## src/rtl/exc_sel_pkg.sv

```systemverilog
// Package: shared widths, source codes and the fixed cause ranking.
// Assumes a 16-entry cause space with 4-bit cause numbers.
package exc_sel_pkg;
    localparam int NUM_CAUSE  = 16;
    localparam int CAUSE_W    = $clog2(NUM_CAUSE);
    localparam int NUM_RANKED = 14;
    localparam int SRC_W      = 3;

    // Bits that name a real cause (10 and 14 are holes)
    localparam logic [NUM_CAUSE-1:0] DEFINED_CAUSES = 16'hBBFF;

    typedef enum logic [SRC_W-1:0] {
        SRC_ANY    = 3'd0,
        SRC_FETCH  = 3'd1,
        SRC_LOAD   = 3'd2,
        SRC_STADDR = 3'd3,
        SRC_ATOMIC = 3'd4,
        SRC_SYSREG = 3'd5,
        SRC_FENCE  = 3'd6,
        SRC_NONE   = 3'd7
    } exc_src_e;

    // Cause number held at a given rank; rank 0 is the highest priority
    function automatic int rank_cause(input int rank);
        case (rank)
            0:  return 3;
            1:  return 12;
            2:  return 1;
            3:  return 2;
            4:  return 0;
            5:  return 11;
            6:  return 9;
            7:  return 8;
            8:  return 6;
            9:  return 4;
            10: return 15;
            11: return 13;
            12: return 7;
            default: return 5;
        endcase
    endfunction
endpackage

```

## src/rtl/exc_src_keep.sv

```systemverilog
// Module: decodes the source code into a keep mask of allowed causes.
// Assumes the source encoding of exc_sel_pkg; unknown codes keep nothing.
module exc_src_keep
    import exc_sel_pkg::*;
(
    input  logic [SRC_W-1:0]     src_sel,
    output logic [NUM_CAUSE-1:0] keep
);
    logic [NUM_CAUSE-1:0] raw_keep;

    // Per-source table of the causes that source may legally raise
    always_comb begin
        case (exc_src_e'(src_sel))
            SRC_ANY:    raw_keep = DEFINED_CAUSES;
            SRC_FETCH:  raw_keep = 16'h1007;
            SRC_LOAD:   raw_keep = 16'h2030;
            SRC_STADDR: raw_keep = 16'h80C0;
            SRC_ATOMIC: raw_keep = 16'hA0F0;
            SRC_SYSREG: raw_keep = 16'h0B0C;
            SRC_FENCE:  raw_keep = 16'h0004;
            default:    raw_keep = '0;
        endcase
    end

    // Clip the table to defined positions so holes can never pass
    assign keep = raw_keep & DEFINED_CAUSES;


    always_comb begin
        keep_no_hole_chk: assert ((keep[10] == 1'b0) && (keep[14] == 1'b0))
            else $error("keep mask opens an undefined cause");
    end
endmodule

```

## src/rtl/exc_vec_filter.sv

```systemverilog
// Module: bitwise filter of the raised flags by the keep mask.
// Assumes both vectors share the cause numbering.
module exc_vec_filter #(
    parameter int N = 16
) (
    input  logic [N-1:0] flags,
    input  logic [N-1:0] keep,
    output logic [N-1:0] kept
);
    // One gate per cause position
    for (genvar i = 0; i < N; i++) begin : g_bit
        assign kept[i] = flags[i] & keep[i];
    end


    always_comb begin
        kept_subset_chk: assert ((kept & ~flags) == '0)
            else $error("filtered flag set without input flag");
    end
endmodule

```

## src/rtl/exc_rank_pick.sv

```systemverilog
// Module: selects the highest-ranked set flag using the package ranking.
// Assumes unranked positions are already cleared by the filter.
module exc_rank_pick
    import exc_sel_pkg::*;
(
    input  logic [NUM_CAUSE-1:0] flags,
    output logic                 hit,
    output logic [CAUSE_W-1:0]   cause
);
    // Walk from lowest rank up so the highest-ranked survivor is written last
    always_comb begin
        hit   = 1'b0;
        cause = '0;
        for (int r = NUM_RANKED - 1; r >= 0; r--) begin
            if (flags[rank_cause(r)]) begin
                hit   = 1'b1;
                cause = CAUSE_W'(rank_cause(r));
            end
        end
    end


    always_comb begin
        hit_points_at_flag_chk: assert (!hit || flags[cause])
            else $error("winner is not a set flag");
    end


    always_comb begin
        idle_cause_zero_chk: assert (hit || (cause == '0 && flags == '0))
            else $error("no winner but cause or flags nonzero");
    end


    always_comb begin
        for (int r = 0; r < NUM_RANKED; r++) begin
            if (rank_cause(r) == int'(cause)) break;
            no_higher_rank_chk: assert (!hit || !flags[rank_cause(r)])
                else $error("a higher ranked flag was passed over");
        end
    end
endmodule

```

## src/rtl/exc_cause_sel.sv

```systemverilog
// Module: top of the cause selector; filters the flags by source, then ranks them.
// Assumes purely combinational use inside the commit stage.
module exc_cause_sel
    import exc_sel_pkg::*;
(
    input  logic [15:0] exc_vec,
    input  logic [2:0]  src_sel,
    output logic [15:0] masked_vec,
    output logic        exc_valid,
    output logic [3:0]  exc_cause
);
    logic [NUM_CAUSE-1:0] keep_mask;

    exc_src_keep u_keep (
        .src_sel (src_sel),
        .keep    (keep_mask)
    );

    exc_vec_filter #(.N(NUM_CAUSE)) u_filter (
        .flags (exc_vec),
        .keep  (keep_mask),
        .kept  (masked_vec)
    );

    exc_rank_pick u_pick (
        .flags (masked_vec),
        .hit   (exc_valid),
        .cause (exc_cause)
    );
endmodule

```

## config.mk

```make
export PLATFORM = sky130hd
export DESIGN_NAME = exc_cause_sel
export DESIGN_NICKNAME = d
export VERILOG_FILES = /design/src/rtl/exc_sel_pkg.sv /design/src/rtl/exc_src_keep.sv /design/src/rtl/exc_vec_filter.sv /design/src/rtl/exc_rank_pick.sv /design/src/rtl/exc_cause_sel.sv
export SDC_FILE = /design/constraint.sdc
export NUM_CORES = 1
export LEC_CHECK = 0
export BUFFER_PORTS_ARGS = -buffer_cell sky130_fd_sc_hd__clkbuf_2
export CORE_AREA = 4 4 41 43
export DETAILED_ROUTE_END_ITERATION = 8
export DIE_AREA = 0 0 45 47
export PLACE_DENSITY_LB_ADDON = 0.1
export SYNTH_ARGS = -nofsm -noshare
export SYNTH_HDL_FRONTEND = slang
export SYNTH_HIERARCHICAL = 1
export SYNTH_SLANG_ARGS = --single-unit
```

## constraint.sdc

```tcl
create_clock -name vclk -period 2.39
set_clock_uncertainty 0.15 [all_clocks]
set_input_delay 0.1195 -clock vclk [all_inputs]
set_output_delay 0.1195 -clock vclk [all_outputs]
set_load 0.05 [all_outputs]
```

==> summary.md, run 1 <==
| Metric | Value |
|---|---|
| Pleak | roughly 0.37 nW |
| Wire per inst | 9.87 um |
| Largest net degree at the start of global routing | 7 |
| GRT overflow | 0 |
| Yosys top cell area share | 0.270 |
| Synthesized area per cell | 6.36 um^2 |
| CP Launch Type | input port |
| Layout Cells excl Fill | around 110 |
| Syn Std Cell Area | 394 um^2 |
| Crit-path cells | clkbuf_8 > nor2b_4 > nor3_2 > and2_4 > or4_4 > or4_4 > or3b_4 > clkbuf_16 |
| Pwr dens | about 340 nW/um^2 |
| Required time of the critical path | about 2100 ps |
| Die Footprint | between 2000 and 2500 um^2 |
| Vias per cell | around 4.5 |
| Antenna violations before repair | 0 |
| Core ar. | 1300 um^2 |
| I/O Buffers | 38 |
| Starting density of the core | 0.303 |
| Tcrit/Tclk final | 0.992 |
| Setup CP Type | in -> out |
| Area after DPL | slightly above 600 um^2 |
| Chip Height | 47 um |
| Most common cell after layout, fill and taps aside | clkbuf_2 |
| Crit-path slowest cell | or4_4 |
| Crit path DAT | 2100 ps |
| Slew Viols, Final | 0 |
| Seq Cell Count | 0 |
| Final setup viols | 0 |
| Antenna diodes | 0 |
| Sequential fraction of the synthesis area | 0 |
| Synth top area cells | and2_1 27%, buf_4 21%, nor2_1 6.7% |
| Total wire length | ~1.1 mm |
| Most used cell, CP | or4_4 |
| Peak Freq | about 0.42 GHz |
| Commonest non-fill, non-tap cells in the layout | 34 x clkbuf_2, 15 x and2_1, 9 x buf_4, 7 x nor2_1 |
| Die Wd | 45 um |
| Peak supply drop | approximately 0.00011 V |
| Final Critical Period | about 2400 ps |
| CP bufs+invs | 2 |
| First-pass detailed-route iteration total | 2 |
| Post-CTS Hold Fix Bufs | 0 |
| DRC | 0 |
| Top delay family on crit path | simple AND/OR/NAND/NOR gates |
| Area occupied by multi-input gates | approximately 350 um^2 |
| Layout cells sized above 1 | 0.596 |
| Setup Buffers After CTS | 0 |
| Flip-flop and latch area | 0 um^2 |
| CP endpoint kind | primary output |
| Ys Warns | 6 |
| Initial DRC count | 2 |
| Top Ports | 40 |
| Maxcap violations | 0 |
| Synthesis-to-layout area growth | 69.5% |
| Layout net count | 120 |
| HP Class | in -> out |
| First-pass GRT wire length | between 1.5 and 2 mm |
| Num rows | 13 |
| Syn Inst Count | slightly above 60 |
| Number of global-route vias before repair | about 460 |
| RSZ-0062 raised after global routing | yes |
| Routability cong. | roughly 0.71 |
| # clk buffers | 0 |
| Pwr Total | 225 uW |
| Leading area contributor after synthesis | and2_1 |
| Outcome | completed |
| Dpl cells | 114 |
| Library cells used by synthesis | 21 |
| All-Layer GR Usage | 0.110 |
| Max stage delay on crit path | 530 ps |
| Fin. Hold Viols | 0 |
| Crit path max fanout | 4 |
| DR vias | slightly above 500 |
| Fill cell count | 140 |
| Post-route cell area | around 670 um^2 |
| Final Util | 0.513 |
| Final antenna-violating net count | 0 |
==> final timing paths <==
path                    from       endpoint  cells after the start  slack, ps
setup / recovery  src_sel[2]      exc_valid                      8         20
hold / removal    exc_vec[5]  masked_vec[5]                      3        550
==> metrics by stage <==
| step | TNS (ps) | hold WS [ps] | setup slack (ps) |
|---|---|---|---|
| 6_report | 0 | 547 | 18.1 |
| 5_1_grt | -37.7 | 566 | -37.7 |
| 4_1_cts | 0 | 550 | 9.18 |
| 3_5_place_dp | -150 | 549 | -117 |
| 3_3_place_gp | -83.9 | 547 | -83.9 |
| 2_1_floorplan | 0 | 288 | 3.01 |
==> final cells by class <==
| type | instances | area share |
|---|---|---|
| tap | 15 | 0.0281 |
| timing repair buffer | 47 | 0.446 |
| multi-input combinational | 52 | 0.526 |
==> kinds of logic (layout without fill, tap and decap cells) <==
family          count (synthesis)  in the layout  synth area share
other cells                     1              2           0.00951
xor+xnor                        1              1            0.0222
compound gates                 10             10             0.178
simple gates                   39             39             0.581
buf+inv                        11             47             0.210
==> what timing repair did <==
item,4_1_cts,5_1_grt
setup endpoints to repair,2,2
resized for setup,11,2
pin swaps,0,0
==> power breakdown <==
group | internal (mW) | switching (mW)
Sequential | 0 | 0
Combinational | 0.0822 | 0.143
Clock | 0 | 0
==> metal layers <==
layer | part of all wire | global-route usage | up-vias
met5 | 0 | 0 | -
met4 | 0 | 0 | 0
met3 | 0.069 | 0.00766 | 0
met2 | 0.52 | 0.215 | 16
met1 | 0.41 | 0.139 | 219
li1 | - | - | 275
==> synthesized netlist by cell type <==
cell	n
and2_1	17
buf_4	11
nor2_1	7
a21oi_1	3
nand2b_1	3
nor2b_1	2
nor3_1	2
nor4_1	2
o21ai_0	2
or4_1	2
a2111oi_0	1
a21o_1	1
conb_1	1
nand2_1	1
nor2b_2	1
o21ba_2	1
o22a_2	1
o311ai_0	1
or2_2	1
or3b_1	1
xnor2_1	1
Note: power is estimated with default switching activity, not from simulation.
==> inputs of run 2 (changes only) <==
--- a/config.mk
+++ b/config.mk
@@ -6,9 +6,10 @@
 export NUM_CORES = 1
 export LEC_CHECK = 0
 export BUFFER_PORTS_ARGS = -buffer_cell sky130_fd_sc_hd__clkbuf_2
-export CORE_AREA = 4 4 41 43
+export CORE_ASPECT_RATIO = 1.1
+export CORE_MARGIN = 4
+export CORE_UTILIZATION = 25
 export DETAILED_ROUTE_END_ITERATION = 8
-export DIE_AREA = 0 0 45 47
 export PLACE_DENSITY_LB_ADDON = 0.1
 export SYNTH_ARGS = -nofsm -noshare
 export SYNTH_HDL_FRONTEND = slang
==> run 2 against run 1 <==
Compared with the run above: maximum frequency is 0.16% lower; die area grew 7.6%; critical endpoint unchanged; global-route usage shrank 1.2 points; via count is 2.5% lower; flip-flop and latch count stayed put; cell area down 1.3%; setup slack got worse by 3.9 ps; largest power group unchanged; count of clock-buffer cells in the layout unchanged; highest routed layer unchanged.
==> summary.md, run 2 (synthesis results as in run 1) <==
| Metric | Value |
|---|---|
| Required time of the critical path | 2120 ps (about the same) |
| Fin. Hold Viols | 0 (unchanged) |
| Post-CTS Hold Fix Bufs | 0 (unchanged) |
| Routability cong. | 0.721 (+1.6%) |
| Setup Buffers After CTS | 0 (unchanged) |
| CP endpoint kind | primary output |
| DRC | 0 (unchanged) |
| Net Sw Frac | 0.642 (+0.00737) |
| Num rows | 14 (+1) |
| Peak Freq | 0.421 GHz (-0.16%) |
| Post-DP HPWL | about 1.1 mm |
| Final antenna-violating net count | 0 (unchanged) |
| Pwr dens | 339 nW/um^2 (+0.63%) |
| Vias per cell | 4.36 (-2.5%) |
| Antenna violations before repair | 0 (unchanged) |
| Wire per inst | 10.5 um (+6.3%) |
| Final Critical Period | 2380 ps (+3.90 ps) |
| Share of total power in combinational logic | 1.000 (about the same) |
| RSZ-0062 raised after global routing | yes |
| Commonest non-fill, non-tap cells in the layout | 35 x clkbuf_2, 15 x and2_1, 8 x buf_4, 7 x nor2_1 |
| Place WS | -108 ps (+8.38 ps) |
| Maxcap violations | 0 (unchanged) |
| First-pass detailed-route iteration total | 2 (unchanged) |
| Setup CP Type | in -> out |
| Pwr Total | 223 uW (-0.69%) |
| HP Class | in -> out |
| Chip Height | 49.6 um (+5.6%) |
| Clk pwr share | 0 (unchanged) |
| Top Ports | 40 (unchanged) |
| Post-route cell area | 659 um^2 (-1.3%) |
| Largest net degree at the start of global routing | 7 (unchanged) |
| Fill cell count | 152 (+8.6%) |
| I/O Buffers | 38 (unchanged) |
| Layout net count | 119 (-0.83%) |
| Core ar. | 1420 um^2 (+9.0%) |
| Most common cell after layout, fill and taps aside | clkbuf_2 |
| Area occupied by multi-input gates | 352 um^2 (unchanged) |
| Seq Cell Count | 0 (unchanged) |
| DR vias | 497 (-2.5%) |
| Dpl cells | 114 (unchanged) |
| Power Internal | 80.0 uW (-2.7%) |
| Pleak | 0.362 nW (-1.4%) |
| # clk buffers | 0 (unchanged) |
| Layout Cells excl Fill | 114 (unchanged) |
| Die Footprint | 2280 um^2 (+7.6%) |
| All-Layer GR Usage | 0.0985 (-0.0117) |
| Outcome | completed |
| Final Util | 0.465 (-0.0487) |
| Antenna diodes | 0 (unchanged) |
| Synthesis-to-layout area growth | 67.3% |
| Slew Viols, Final | 0 (unchanged) |
| Number of global-route vias before repair | 464 (+1.8%) |
| Sequential power share | 0 (unchanged) |
| Initial DRC count | 1 (-1) |
| P_sw | 143 uW (+0.46%) |
| Peak supply drop | 0.0000973 V (-11%) |
| Final setup viols | 0 (unchanged) |
| Total wire length | 1.20 mm (+6.3%) |
| Tcrit/Tclk final | 0.994 (+0.00163) |
| Setup ws final | 14.2 ps (-3.90 ps) |
| Crit path max fanout | 4 (unchanged) |
| Flip-flop and latch area | 0 um^2 (unchanged) |
| CP Launch Type | input port |
| Area after DPL | 597 um^2 (-1.0%) |
| First-pass GRT wire length | 1.86 mm (+0.38%) |
| GRT overflow | 0 (unchanged) |
| Starting density of the core | 0.278 (-0.0251) |
| Layout cells sized above 1 | 0.592 (-0.00412) |
| Die Wd | 45.9 um (+1.9%) |
| Crit path DAT | 2110 ps (about the same) |
[run 2: metrics by stage]
step,setup TNS (ps),hold WS [ps]
6_report,0,555
5_1_grt,-44.3,585
4_1_cts,-0.987,558
3_5_place_dp,-126,556
3_3_place_gp,-68.7,552
2_1_floorplan,0,288
[run 2: area by class of cell]
class	count	share of cell area
multi-input combinational	52	0.533
timing repair buffer	46	0.436
tap	16	0.0304
[run 2: path summary, 6_finish.rpt]
kind | start | to | slack [ps] | cells past startpoint
min | exc_vec[5] | masked_vec[5] | 550 | 3
max | src_sel[2] | exc_valid | 10 | 8
[run 2: worst max-delay path, stage by stage]
cell	delay, ps
clkbuf_8	110
nor2b_4	150
nor3_2	60
and2_4	140
or4_4	520
or4_4	430
or3b_4	390
clkbuf_16	180
[run 2: power by group through the flow]
stage	clock network [mW]	logic, mW	registers [mW]
2_1_floorplan	0	0.167	0
3_3_place_gp	0	0.210	0
3_5_place_dp	0	0.210	0
4_1_cts	0	0.225	0
5_1_grt	0	0.239	0
6_report	0	0.223	0
[run 2: per-layer routing]
metal / global-route usage / vias up / part of all wire
met4: 0 / 0 / 0
met3: 0.00364 / 0 / 0.074
met2: 0.195 / 17 / 0.54
li1: - / 272 / -
met5: 0 / - / 0
met1: 0.116 / 208 / 0.38
[run 2: what timing repair did]
item,in CTS,in global routing
endpoints found under the hold margin,0,0
gates cloned,0,0
endpoints found under the setup margin,2,1
pin swaps,1,1
gates resized for setup,11,0
